File: src/rtl/occ_pkg.sv
package occ_pkg;
  typedef enum logic [1:0] {
    OUT_HIT      = 2'd0,
    OUT_HIT_PEND = 2'd1,
    OUT_MISS     = 2'd2,
    OUT_REJECT   = 2'd3
  } outcome_e;
endpackage

File: src/rtl/occ_charge_calc.sv
module occ_charge_calc #(
  parameter int LINE_BYTES = 128,
  parameter int PORT_BYTES = 32,
  parameter int SIZE_W     = $clog2(LINE_BYTES) + 1,
  parameter int CH_W       = $clog2(LINE_BYTES / PORT_BYTES) + 1
) (
  input  logic              acc_valid,
  input  logic [1:0]        acc_outcome,
  input  logic [SIZE_W-1:0] acc_bytes,
  input  logic              acc_wb,
  output logic [CH_W-1:0]   data_charge,
  output logic [CH_W-1:0]   line_charge
);
  import occ_pkg::*;
  localparam int PLOG     = $clog2(PORT_BYTES);
  localparam int LINE_CYC = LINE_BYTES / PORT_BYTES;

  outcome_e          kind;
  logic [SIZE_W:0]   clamped;
  logic [SIZE_W:0]   rounded;

  assign kind        = outcome_e'(acc_outcome);
  assign line_charge = CH_W'(LINE_CYC);

  always_comb begin
    if ({1'b0, acc_bytes} > (SIZE_W+1)'(LINE_BYTES))
      clamped = (SIZE_W+1)'(LINE_BYTES);
    else
      clamped = {1'b0, acc_bytes};
    rounded = (clamped + (SIZE_W+1)'(PORT_BYTES - 1)) >> PLOG;
  end

  always_comb begin
    data_charge = '0;
    if (acc_valid) begin
      case (kind)
        OUT_HIT:               data_charge = CH_W'(rounded);
        OUT_HIT_PEND, OUT_MISS: data_charge = acc_wb ? line_charge : '0;
        default:               data_charge = '0;
      endcase
    end
  end
endmodule

File: src/rtl/occ_counter.sv
module occ_counter #(
  parameter int OCC_W = 6,
  parameter int CH_W  = 3
) (
  input  logic            clk,
  input  logic            rst,
  input  logic [CH_W-1:0] charge,
  output logic            port_free
);
  localparam logic [OCC_W:0] MAX_OCC = {1'b0, {OCC_W{1'b1}}};

  logic [OCC_W-1:0] occ_q;
  logic [OCC_W-1:0] occ_d;
  logic [OCC_W:0]   sum;

  always_comb begin
    sum = {1'b0, occ_q} + (OCC_W+1)'(charge);
    if (sum == '0)
      occ_d = '0;
    else if ((sum - 1'b1) > MAX_OCC)
      occ_d = MAX_OCC[OCC_W-1:0];
    else
      occ_d = OCC_W'(sum - 1'b1);
  end

  always_ff @(posedge clk) begin
    if (rst) begin
      occ_q     <= '0;
      port_free <= 1'b1;
    end else begin
      occ_q     <= occ_d;
      port_free <= (occ_d == '0);
    end
  end
endmodule

File: src/rtl/occ_util_stats.sv
module occ_util_stats #(
  parameter int STAT_W = 32
) (
  input  logic              clk,
  input  logic              rst,
  input  logic              data_busy,
  input  logic              fill_busy,
  output logic [STAT_W-1:0] cycles_seen,
  output logic [STAT_W-1:0] data_busy_cycles,
  output logic [STAT_W-1:0] fill_busy_cycles
);
  always_ff @(posedge clk) begin
    if (rst) begin
      cycles_seen      <= '0;
      data_busy_cycles <= '0;
      fill_busy_cycles <= '0;
    end else begin
      cycles_seen <= cycles_seen + 1'b1;
      if (data_busy) data_busy_cycles <= data_busy_cycles + 1'b1;
      if (fill_busy) fill_busy_cycles <= fill_busy_cycles + 1'b1;
    end
  end
endmodule

File: src/rtl/port_occupancy_tracker.sv
module port_occupancy_tracker #(
  parameter int LINE_BYTES = 128,
  parameter int PORT_BYTES = 32,
  parameter int OCC_W      = 6,
  parameter int STAT_W     = 32,
  parameter int SIZE_W     = $clog2(LINE_BYTES) + 1
) (
  input  logic              clk,
  input  logic              rst,
  input  logic              acc_valid,
  input  logic [1:0]        acc_outcome,
  input  logic [SIZE_W-1:0] acc_bytes,
  input  logic              acc_wb,
  input  logic              fill_strobe,
  output logic              data_port_free,
  output logic              fill_port_free,
  output logic [STAT_W-1:0] cycles_seen,
  output logic [STAT_W-1:0] data_busy_cycles,
  output logic [STAT_W-1:0] fill_busy_cycles
);
  localparam int CH_W = $clog2(LINE_BYTES / PORT_BYTES) + 1;

  logic [CH_W-1:0] data_charge;
  logic [CH_W-1:0] line_charge;
  logic [CH_W-1:0] charge [2];
  logic            free_v [2];

  occ_charge_calc #(
    .LINE_BYTES(LINE_BYTES), .PORT_BYTES(PORT_BYTES),
    .SIZE_W(SIZE_W), .CH_W(CH_W)
  ) u_calc (
    .acc_valid  (acc_valid),
    .acc_outcome(acc_outcome),
    .acc_bytes  (acc_bytes),
    .acc_wb     (acc_wb),
    .data_charge(data_charge),
    .line_charge(line_charge)
  );

  assign charge[0] = data_charge;
  assign charge[1] = fill_strobe ? line_charge : '0;

  for (genvar p = 0; p < 2; p++) begin : g_port
    occ_counter #(.OCC_W(OCC_W), .CH_W(CH_W)) u_occ (
      .clk      (clk),
      .rst      (rst),
      .charge   (charge[p]),
      .port_free(free_v[p])
    );
  end

  assign data_port_free = free_v[0];
  assign fill_port_free = free_v[1];

  occ_util_stats #(.STAT_W(STAT_W)) u_stats (
    .clk             (clk),
    .rst             (rst),
    .data_busy       (!data_port_free),
    .fill_busy       (!fill_port_free),
    .cycles_seen     (cycles_seen),
    .data_busy_cycles(data_busy_cycles),
    .fill_busy_cycles(fill_busy_cycles)
  );
endmodule

File: config.mk
export PLATFORM = sky130hd
export DESIGN_NAME = port_occupancy_tracker
export DESIGN_NICKNAME = d
export VERILOG_FILES = /design/src/rtl/occ_pkg.sv /design/src/rtl/occ_charge_calc.sv /design/src/rtl/occ_counter.sv /design/src/rtl/occ_util_stats.sv /design/src/rtl/port_occupancy_tracker.sv
export SDC_FILE = /design/constraint.sdc
export NUM_CORES = 1
export LEC_CHECK = 0
export BUFFER_PORTS_ARGS = -buffer_cell sky130_fd_sc_hd__buf_2
export CAP_MARGIN = 0
export CORE_MARGIN = 3
export CORE_UTILIZATION = 55
export DETAILED_ROUTE_END_ITERATION = 16
export PLACE_DENSITY = 0.79
export SETUP_SLACK_MARGIN = 0.02
export SLEW_MARGIN = 20
export SYNTH_ARGS = -nofsm -noshare
export SYNTH_HDL_FRONTEND = slang
export SYNTH_SLANG_ARGS = --single-unit
File: constraint.sdc
create_clock -name clk -period 4.5 [get_ports clk]
set_input_delay 1.35 -clock clk [delete_from_list [all_inputs] [get_ports clk]]
set_output_delay 1.35 -clock clk [all_outputs]
set_load 0.05 [all_outputs]
# == After elaboration in Yosys (flattened, before gate mapping) ==
# Cells that the tools add are included.
# W data, S select, Z words.
# classes
addsub,8
n_lt_le_gt_ge,3
n_eq_ne,2
muxes,9
n_reduce_logical,6
# op_table
cell,n
$add A32 B1 Y32 const B,3
$mux W6,4
$add A6 B3 Y7,2
$gt A7 B6 Y1 const B,2
$logic_not A7 Y1,2
$sub A7 B1 Y7 const B,2
$logic_not A6 Y1,2
$mux W3,3
$add A8 B5 Y8 const B,1
$gt A8 B8 Y1 const B,1
$mux W8,1
$pmux W3 S2,1
$eq A2 B1 Y1 const B,1
$eq A2 B2 Y1 const B,1
$logic_not A2 Y1,1
$reduce_or A2 Y1,1
# totals
regBits,110
input_bits,15
out_inout_bits,98
elab_cells,35

# == Longest topological paths before layout ==
# Gate-level depths: netlist of the first run.
# logic_depth
depth_word,11
ltp_mapped,13

# == Cells and area by module ==
# A second synthesis of the first run with hierarchy kept.
# hier_totals
cells_unflattened,681
area_unflattened_um2,5919.4
# by_module_without_submodules
module,n_inst,cells_per_inst,area_per_inst_um2,seq_area_each_um2
occ_util_stats,1,510,4426.7,1921.8
occ_counter,2,72,651.9,140.1
occ_charge_calc,1,22,162.7,0.0
port_occupancy_tracker,1,5,26.3,0.0

# == Worst setup path after synthesis of the first run ==
# OpenSTA, ideal clock, no wires.
# synth_path
path_kind,input port to flip-flop
startpoint,input port acc_outcome[0]
endpoint,register g_port[0].u_occ.occ_q[0]
arrival_ps,3676
setup_slack_ps,755
cell_stages,11
n_path_buf,0
cell_sequence,ha_1 nand4bb_1 nor3b_1 ha_1 fa_1 inv_1 ha_1 nand2_1 or4_1 o2bb2ai_1 a21oi_1
# synth_via
elab_chain_cells,9
# synth_rtl
element,line_no,source
start: declaration,port_occupancy_tracker.sv:11,"input logic [1:0] acc_outcome,"
$eq A2 B1 Y1 / $eq A2 B2 Y1 (equally long branches),occ_charge_calc.sv:36,case (kind)
$reduce_or A2 Y1,occ_charge_calc.sv:36,
$pmux W3 S2 (*),occ_charge_calc.sv:36,
$mux W3 (*),occ_charge_calc.sv:35,if (acc_valid) begin
$add A6 B3 Y7 (*),occ_counter.sv:17,"sum = {1'b0, occ_q} + (OCC_W+1)'(charge);"
$sub A7 B1 Y7,occ_counter.sv:20,else if ((sum - 1'b1) > MAX_OCC)
$gt A7 B6 Y1,occ_counter.sv:20,
$mux W6,occ_counter.sv:20,
$mux W6 (*),occ_counter.sv:18,if (sum == '0)
end signal: assignment,occ_counter.sv:28,occ_q <= '0;
end signal: assignment,occ_counter.sv:31,occ_q <= occ_d;
end: declaration,occ_counter.sv:12,logic [OCC_W-1:0] occ_q;
# Mark *: on every way between the ends. The rest lies on a longest branch, timed or not.
# A chain may end at the register's enable or synchronous reset.

# == Worst setup path after layout of the first run ==
# Same ends and word-level chain as after synthesis.

==> results.json, run 1 <==
{
  "outcome": "finished, final reports clean",
  "slew_viol_final": 0,
  "cts_made_buffers": 9,
  "cts_root_buffer": "clkbuf_8",
  "hp-class": "reg -> reg",
  "cts_num_sinks": 110,
  "combinationalPowerShare_pct": 26.5,
  "r2r_start": "u_stats.cycles_seen[3]",
  "coreArea_sq_mm": 0.009415,
  "synth_area_sq_mm": 0.005431,
  "syn_nets": 674,
  "hpwl_um": 8977,
  "yosysSeqAreaShare_pct": 40.54,
  "wl_per_cell_um": 13.95,
  "cts_tree": "done",
  "fin_skew_ns": 0.01787,
  "endpoint_kind": "flop",
  "fill_cells": 811,
  "clkPwrFrac_pct": 24.9,
  "ys.warnings.count": 0,
  "finalPower_mw": 2.318,
  "path_common_cell": "ha_1",
  "fin_nets": 770,
  "drv_cap": 0,
  "final_common_cell": "buf_2",
  "critPathLaunch": "acc_outcome[0]",
  "gr-total-overflow": 0,
  "finalHoldViolCount": 0,
  "synth_cells": 644,
  "pwr_density_cell_mw_per_mm2": 371.2,
  "worstMarginPinSlew_ns": 0.7841,
  "post_dp_cell_area_sq_mm": 0.006056,
  "avgSynthCellArea_sq_um": 8.434,
  "first_pass_iters": 4,
  "crit_path_max_fanout": 5,
  "finalNonFillerCells": 874,
  "cp.depth": 12,
  "synthFlopType": "dfxtp_1",
  "fp.dieH_um": 105.4,
  "ant_nets": 0,
  "worstSetupPathType": "in -> reg",
  "viasPerCell": 5.686,
  "cts-hold-fix-buffers": 0,
  "cp_slowest_cell": "fa_1",
  "max_freq_ghz": 0.2636,
  "drtIter0Drc": 215,
  "htreeDepth": 3,
  "p_leak_nw": 2.463,
  "antenna_found_initial": 0,
  "rsz0062_at_grt": "no",
  "die_x_um": 105.4,
  "p_sw_mw": 0.8148,
  "ios": 113,
  "p_sw_share_pct": 35.14,
  "cp-start-kind": "input port",
  "slowest_delay_ns": 0.47,
  "clk-insertion-delay-late_ns": 0.38,
  "synth_edf_count": 0,
  "relSlewSlack_pct": 47.25,
  "routabilityCongestion": 0.8964,
  "clkTransAtPathRegs_ns": 0.10,
  "grt_pass1_vias": 4607,
  "final_cell_mix": "112 x buf_2, 110 x dfxtp_1, 80 x nor2_1",
  "num_vias": 4970,
  "fin_crit_sh_pct": 84.30,
  "crit_required_ns": 4.80,
  "postCtsSetupRepairBufs": 0,
  "finalSetupViolations": 0,
  "worst_ir_drop_vdd_mv": 0.3246,
  "grt_pass1_wl_um": 21070,
  "routed_wl_um": 12190,
  "syn_to_final_growth_pct": 15.00,
  "tns_ns": 0,
  "power_frac_seq_pct": 48.6,
  "p_int_mw": 1.504,
  "grt_max_degree": 42,
  "fin_crit_ns": 3.794,
  "io_buffers": 112,
  "hold_path_depth": 1,
  "async_flop_share_pct": 0,
  "min_from": "u_stats.cycles_seen[0]",
  "rows": 35,
  "place_inst": 858,
  "die_area_sq_mm": 0.01110,
  "grtUsageTotal_pct": 22.28,
  "start_util_pct": 57.69,
  "critPathBufInv": 2,
  "n_antenna_cell": 0,
  "critical_path.top_delay_family": "adder cells",
  "reg2reg_depth": 5,
  "cts.path.max_buffers": 2,
  "cts_resized": 0,
  "synth.distinct_cells": 57,
  "yosys_register_bits": 110,
  "layout-drive-gt1-share_pct": 18.93,
  "post-route-cell-area_sq_mm": 0.006246,
  "worstPathArrival_ns": 4.09,
  "drc": 0,
  "path_cells": "buf_2 -> ha_1 -> nand4bb_1 -> nor3b_1 -> ha_1 -> fa_1 -> inv_1 -> ha_1 -> nand2_1 -> or4_1 -> o2bb2ai_1 -> a21oi_1"
}
power by group through the flow:
stage                     combinational [mW]  sequential, mW  clock (mW)
after CTS                              0.610            1.13       0.592
after detailed placement               0.608            1.15           0
after floorplan                        0.427            1.19           0
after global placement                 0.577            1.14           0
after global routing                   0.681            1.14       0.627
final                                  0.613            1.13       0.577
path summary, 6_finish.rpt:
path	slack, ns	to
hold reg to reg	0.48	u_stats.cycles_seen[0]
setup reg to reg	1.99	u_stats.cycles_seen[31]
setup / recovery	0.71	g_port[0].u_occ.occ_q[0]
hold / removal	0.48	u_stats.cycles_seen[0]
registers in the layout (all words and copies together), names as in the netlist:
signal,flops
g_port.u_occ.occ_q,12
u_stats.data_busy_cycles,32
g_port.u_occ.port_free,2
u_stats.fill_busy_cycles,32
u_stats.cycles_seen,32
layer usage:
layer  up-vias  part of all wire [%]  GRT usage [%]
li1       2477                     -              -
met1      2348                    44          28.57
met2       130                    47          37.20
met3        15                   7.1          5.573
met4         0                   1.1          6.279
met5         -                     0              0
per-stage QoR:
| stage | util (%) | hold slack (ns) | worst slack, ns |
|---|---|---|---|
| final | 66.34 | 0.4842 | 0.7064 |
| after global routing | 66.34 | 0.5138 | 0.6029 |
| after CTS | 66.34 | 0.4888 | 0.7157 |
| after detailed placement | 64.32 | 0.4674 | 0.3349 |
| after global placement | 64.32 | 0.4544 | 0.4960 |
| after floorplan | - | 0.4673 | 0.7545 |
synth_stat cells (2+ instances only):
library cell / count / share of area (%)
a21o_1: 2 / 0.28
a21oi_1: 39 / 3.6
a31o_2: 3 / 0.48
a31oi_1: 3 / 0.35
a41o_1: 2 / 0.37
and2_1: 6 / 0.69
and3_1: 8 / 0.92
and3b_1: 2 / 0.32
and4_1: 9 / 1.5
and4_4: 2 / 0.41
buf_1: 3 / 0.21
buf_2: 2 / 0.18
clkbuf_1: 23 / 1.6
dfxtp_1: 110 / 41
ha_1: 14 / 3.2
inv_1: 22 / 1.5
mux2i_1: 4 / 0.74
nand2_1: 39 / 2.7
nand2b_1: 3 / 0.35
nand3_1: 30 / 2.8
nand4_1: 23 / 2.6
nand4b_1: 4 / 0.64
nor2_1: 80 / 5.5
nor2b_1: 7 / 0.81
nor3_1: 17 / 1.6
nor3b_1: 2 / 0.28
nor4_1: 22 / 2.5
nor4b_1: 3 / 0.48
o2111ai_1: 2 / 0.32
o21ai_0: 31 / 2.9
or2_2: 2 / 0.23
or3_1: 26 / 3.0
or4_1: 3 / 0.41
xnor2_1: 46 / 7.4
xor2_1: 28 / 4.5
cells by family after synthesis:
kind of cell               Yosys count  share of synthesized area, %
buffers and inverters               51                         3.594
and+or+nand+nor                    296                         29.44
xor gates and xnor gates            74                         11.93
DFF                                110                         40.54
muxes                                4                        0.7372
adders and majority gates           15                         3.594
AOI/OAI and AO/OA                   94                         10.16
layout make-up:
type	instances	area [sq um]	area share (%)
clock buffer	10	137.6	2.204
tap	129	161.4	2.584
timing repair buffer	114	575.6	9.215
sequential	110	2202	35.26
multi-input combinational	483	3034	48.58
clock inverter	6	52.55	0.8413
inverter	22	82.58	1.322
No activity file was read; power rests on OpenSTA's default activity.
==> run 2: changes to the inputs <==
CORE_UTILIZATION = 50   (was 55)
PLACE_DENSITY = 0.76   (was 0.79)
clock period = 3.47 ns   (was 4.5 ns; I/O delays follow)
==> results.json, run 2 (synthesis results as in run 1) <==
{
  "outcome": "finished, final reports clean",
  "ant_nets": 0,
  "fp.dieH_um": 110.2,
  "worstPathArrival_ns": 3.61,
  "top_usage_layer": "met2",
  "grt_pass1_wl_um": 20660,
  "postCtsSetupRepairBufs": 0,
  "hold_path_depth": 2,
  "rr_endpoint": "u_stats.data_busy_cycles[30]",
  "place_inst": 881,
  "viasPerCell": 5.570,
  "antenna_found_initial": 0,
  "fin_skew_ns": 0.01484,
  "fin_crit_ns": 3.302,
  "worst_ir_drop_vdd_mv": 0.4366,
  "gr-usage-met3_pct": 6.348,
  "critPathBufInv": 2,
  "critical_path.top_delay_family": "adder cells",
  "cp-start-kind": "input port",
  "grt_pass1_vias": 4524,
  "crit_path_max_fanout": 5,
  "finalPower_mw": 3.213,
  "htreeDepth": 3,
  "cts_made_buffers": 9,
  "num_vias": 4996,
  "first_pass_iters": 4,
  "path_common_cell": "ha_2",
  "hpwl_um": 9205,
  "die_area_sq_mm": 0.01215,
  "max_freq_ghz": 0.3028,
  "reg.largest.list": "u_stats.cycles_seen: 32 flops, u_stats.data_busy_cycles: 32 flops, u_stats.fill_busy_cycles: 32 flops",
  "start_util_pct": 51.91,
  "min_from": "u_stats.fill_busy_cycles[16]",
  "use_met1_pct": 26.01,
  "regToRegSetupSlack_ns": 0.96,
  "r2r_start": "u_stats.data_busy_cycles[0]",
  "fin_crit_sh_pct": 95.17,
  "post-route-cell-area_sq_mm": 0.006436,
  "routabilityCongestion": 0.9313,
  "grt_max_degree": 65,
  "n_antenna_cell": 0,
  "tns_ns": 0,
  "rows": 37,
  "cp_slowest_cell": "fa_1",
  "finalSetupViolations": 0,
  "cts_root_buffer": "clkbuf_8",
  "finalHoldViolCount": 0,
  "cts_tree": "done",
  "reg2reg_depth": 6,
  "p_sw_share_pct": 32.78,
  "relSlewSlack_pct": 43.41,
  "wl_per_cell_um": 14.15,
  "clk-insertion-delay-late_ns": 0.39,
  "combinationalPowerShare_pct": 27.9,
  "cts-hold-fix-buffers": 0,
  "worstMarginPinSlew_ns": 0.8411,
  "slew_viol_final": 0,
  "layout-drive-gt1-share_pct": 21.16,
  "die_x_um": 110.2,
  "grtUsageTotal_pct": 21.06,
  "drtIter0Drc": 329,
  "gr-total-overflow": 0,
  "cts_resized": 0,
  "hold_end": "u_stats.fill_busy_cycles[16]",
  "syn_to_final_growth_pct": 18.50,
  "p_int_mw": 2.160,
  "path_cells": "buf_2 -> ha_1 -> nand4bb_1 -> nor3b_2 -> ha_2 -> fa_1 -> inv_1 -> ha_2 -> nand2_1 -> or4_1 -> o2bb2ai_2 -> a21oi_1",
  "ios": 113,
  "routed_wl_um": 12690,
  "drc": 0,
  "pwr_density_cell_mw_per_mm2": 499.2,
  "endpoint_kind": "flop",
  "rsz0062_at_grt": "no",
  "worst_slack_ns": 0.1676,
  "cts_num_sinks": 110,
  "coreArea_sq_mm": 0.01046,
  "finalNonFillerCells": 897,
  "dp_worst_setup_slack_ns": -0.2502,
  "power_frac_seq_pct": 45.6,
  "holdWs_ns": 0.4989,
  "io_buffers": 112,
  "final_common_cell": "buf_2",
  "slowest_delay_ns": 0.46,
  "final_cell_mix": "112 x buf_2, 110 x dfxtp_1, 80 x nor2_1",
  "post_dp_cell_area_sq_mm": 0.006197,
  "p_leak_nw": 2.553,
  "hp-class": "reg -> reg",
  "crit_required_ns": 3.77,
  "worstSetupPathType": "in -> reg",
  "cts.path.max_buffers": 2,
  "fin_nets": 786,
  "drv_cap": 0,
  "p_sw_mw": 1.053,
  "grt.met2_usage_pct": 35.23,
  "fin_util_pct": 61.52,
  "clkTransAtPathRegs_ns": 0.09,
  "clkPwrFrac_pct": 26.5
}
==> run 2: cell types whose count changed in the layout (fill, tap and decap cells not counted), moves of 2 or more <==
| cell | change |
|---|---|
| bufinv_16 | +2 |
| buf_4 | +15 |
| ha_1 | -2 |
| inv_8 | -2 |
| ha_2 | +2 |
==> run 2: how the worst max path moves through the flow <==
stage / cells after the start / start / slack [ns] / to
finish: 12 / acc_outcome[0] / 0.17 / g_port[0].u_occ.occ_q[5]
global route: 12 / acc_outcome[0] / 0.03 / g_port[0].u_occ.occ_q[5]
CTS: 12 / acc_outcome[0] / 0.13 / g_port[0].u_occ.occ_q[5]
detailed placement: 12 / acc_outcome[0] / -0.25 / g_port[0].u_occ.occ_q[5]
global placement: 12 / acc_outcome[0] / -0.17 / g_port[0].u_occ.occ_q[1]
floorplan: 11 / acc_outcome[0] / 0.03 / g_port[0].u_occ.occ_q[0]
==> run 2: final cells by class <==
type | instances | area (sq um)
Fill cell | 947 | 4026
Multi-Input combinational cell | 483 | 3050
Sequential cell | 110 | 2202
Timing Repair Buffer | 130 | 708.2
Tap cell | 136 | 170.2
Clock buffer | 10 | 137.6
Clock inverter | 6 | 85.08
Inverter | 22 | 82.58
==> run 2: tightest hold or removal path, cell delays in order (launching register included) <==
cell and delay, ns:
dfxtp_1 0.33, o21ai_0 0.07, a21oi_1 0.06
==> run 2: power by group through the flow <==
stage	clock (mW)	sequential (mW)	combinational [mW]
global placement	0	1.49	0.843
global route	0.929	1.48	0.982
finish	0.851	1.47	0.896
CTS	0.881	1.47	0.883
detailed placement	0	1.49	0.873
floorplan	0	1.55	0.554
==> run 2: routing by layer <==
metal / vias to the layer above / part of all wire [%]
li1: 2506 / -
met1: 2335 / 44
met2: 140 / 48
met3: 15 / 6.1
met4: 0 / 1.7
met5: - / 0
==> run 3: changes to the inputs <==
RECOVER_POWER = 25   (was unset)
REMOVE_ABC_BUFFERS = 1   (was unset)
==> results.json, run 3 (synthesis results as in run 1) <==
{
  "crit_path_max_fanout": 5,
  "seq_area_sq_mm": 0.002202,
  "routed_wl_um": 12790,
  "p_int_mw": 2.145,
  "ios": 113,
  "regToRegSetupSlack_ns": 0.99,
  "coreArea_sq_mm": 0.01046,
  "multi_input_comb_area_sq_mm": 0.003050,
  "final_cell_mix": "111 x buf_2, 110 x dfxtp_1, 80 x nor2_1",
  "ant_nets": 0,
  "cts_num_sinks": 110,
  "fin_crit_ns": 3.359,
  "rows": 37,
  "max_freq_ghz": 0.2977,
  "layout-drive-gt1-share_pct": 20.50,
  "worstPathArrival_ns": 3.66,
  "endpoint_kind": "flop",
  "finalSetupViolations": 0,
  "fill_cells": 944,
  "drv_cap": 1,
  "fin_crit_sh_pct": 96.80,
  "p_sw_share_pct": 33.25,
  "pwr_density_cell_mw_per_mm2": 501.1,
  "drtIter0Drc": 262,
  "num_vias": 4974,
  "final_common_cell": "buf_2",
  "finalPower_mw": 3.214,
  "relSlewSlack_pct": -12.16,
  "worst_ir_drop_vdd_mv": 0.4742,
  "fin_nets": 786,
  "p_leak_nw": 2.539,
  "rsz0062_at_grt": "no",
  "first_pass_iters": 5,
  "p_sw_mw": 1.069,
  "grtUsageTotal_pct": 20.96,
  "worst_slack_ns": 0.1111,
  "reg.largest.list": "u_stats.cycles_seen: 32 flops, u_stats.data_busy_cycles: 32 flops, u_stats.fill_busy_cycles: 32 flops",
  "die_x_um": 110.2,
  "cts.path.max_buffers": 2,
  "cts_root_buffer": "clkbuf_8",
  "fin_skew_ns": 0.01118,
  "viasPerCell": 5.545,
  "drc": 0,
  "dp_worst_setup_slack_ns": -0.3998,
  "htreeDepth": 3,
  "crit_required_ns": 3.77,
  "n_antenna_cell": 0,
  "wl_per_cell_um": 14.26,
  "violations": "max-capacitance violations, max-slew violations",
  "syn_to_final_growth_pct": 18.11,
  "clkPwrFrac_pct": 27.4,
  "clkTransAtPathRegs_ns": 0.10,
  "cts_made_buffers": 9,
  "antenna_found_initial": 0,
  "grt_pass1_wl_um": 20720,
  "grt_max_degree": 35,
  "finalHoldViolCount": 0,
  "gr-total-overflow": 0,
  "hp-class": "reg -> reg",
  "fp.dieH_um": 110.2,
  "routabilityCongestion": 0.8941,
  "cts_tree": "done",
  "finalNonFillerCells": 897,
  "clk-insertion-delay-late_ns": 0.37,
  "die_area_sq_mm": 0.01215,
  "combinationalPowerShare_pct": 26.9,
  "cp-start-kind": "input port",
  "start_util_pct": 51.91,
  "worstSetupPathType": "in -> reg",
  "tns_ns": 0,
  "slew_viol_final": 35,
  "worstMarginPinSlew_ns": 1.682,
  "grt_pass1_vias": 4536,
  "io_buffers": 112,
  "place_inst": 881,
  "hpwl_um": 9367,
  "power_frac_seq_pct": 45.7,
  "outcome": "finished, violations left"
}
run 3: changes by cell type in the layout (fill, tap and decap cells not counted), sizes merged:
cell | before | now
clkbuf | 10 | 15
clkinvlp | 2 | 1
inv | 22 | 24
buf | 130 | 125
clkinv | 2 | 1
run 3: metal layers:
metal / wire (um) / vias to the layer above / global-route usage (%)
met5: 0 / - / 0
met4: 121 / 0 / 5.717
met3: 724 / 12 / 5.882
met2: 6211 / 128 / 35.10
met1: 5732 / 2323 / 26.51
li1: - / 2511 / -
run 3: final cells by class:
class,instances,share of cell area [%]
clock buffers,10,2.146
clock inverters,6,1.443
inverters,22,1.287
multi-input cells,483,47.55
flip-flops and latches,110,34.33
well taps,136,2.653
repair buffers,130,10.59
run 3: final timing paths:
path | endpoint | cells after the start | startpoint
hold / removal | u_stats.cycles_seen[0] | 1 | u_stats.cycles_seen[0]
setup reg to reg | u_stats.data_busy_cycles[28] | 6 | u_stats.data_busy_cycles[0]
hold reg to reg | u_stats.cycles_seen[0] | 1 | u_stats.cycles_seen[0]
setup / recovery | g_port[0].u_occ.occ_q[0] | 12 | acc_outcome[0]
run 3: critical path, stage by stage:
cell and delay [ns]:
buf_2 0.11, ha_1 0.20, nand4bb_1 0.23, nor3b_2 0.23
ha_2 0.23, fa_1 0.45, inv_1 0.10, ha_2 0.22
nand2_1 0.09, or4_1 0.44, o2bb2ai_2 0.17, a21oi_1 0.14
run 3: repair_timing:
action / 4_1_cts / 5_1_grt
hold buffers: 0 / 0
pin swaps: 0 / 1
buffers inserted: 0 / 0
gates resized for setup: 1 / 3
endpoints found under the setup margin: 6 / 7
run 3: through the flow:
step | hold slack, ns | instance area [sq um] | util, %
final | 0.4990 | 6415 | 61.31
after global routing | 0.5148 | 6415 | 61.31
after CTS | 0.4900 | 6420 | 61.36
after detailed placement | 0.4646 | 6185 | 59.11
after global placement | 0.4593 | 6185 | 59.11
after floorplan | 0.4673 | 5319 | -
run 3: power groups by stage:
| stage | clock, mW | sequential, mW | combinational [mW] |
|---|---|---|---|
| floorplan | 0 | 1.57 | 0.507 |
| detailed placement | 0 | 1.50 | 0.849 |
| global route | 0.948 | 1.48 | 0.963 |
| finish | 0.880 | 1.47 | 0.865 |
| CTS | 0.901 | 1.47 | 0.854 |
| global placement | 0 | 1.49 | 0.821 |
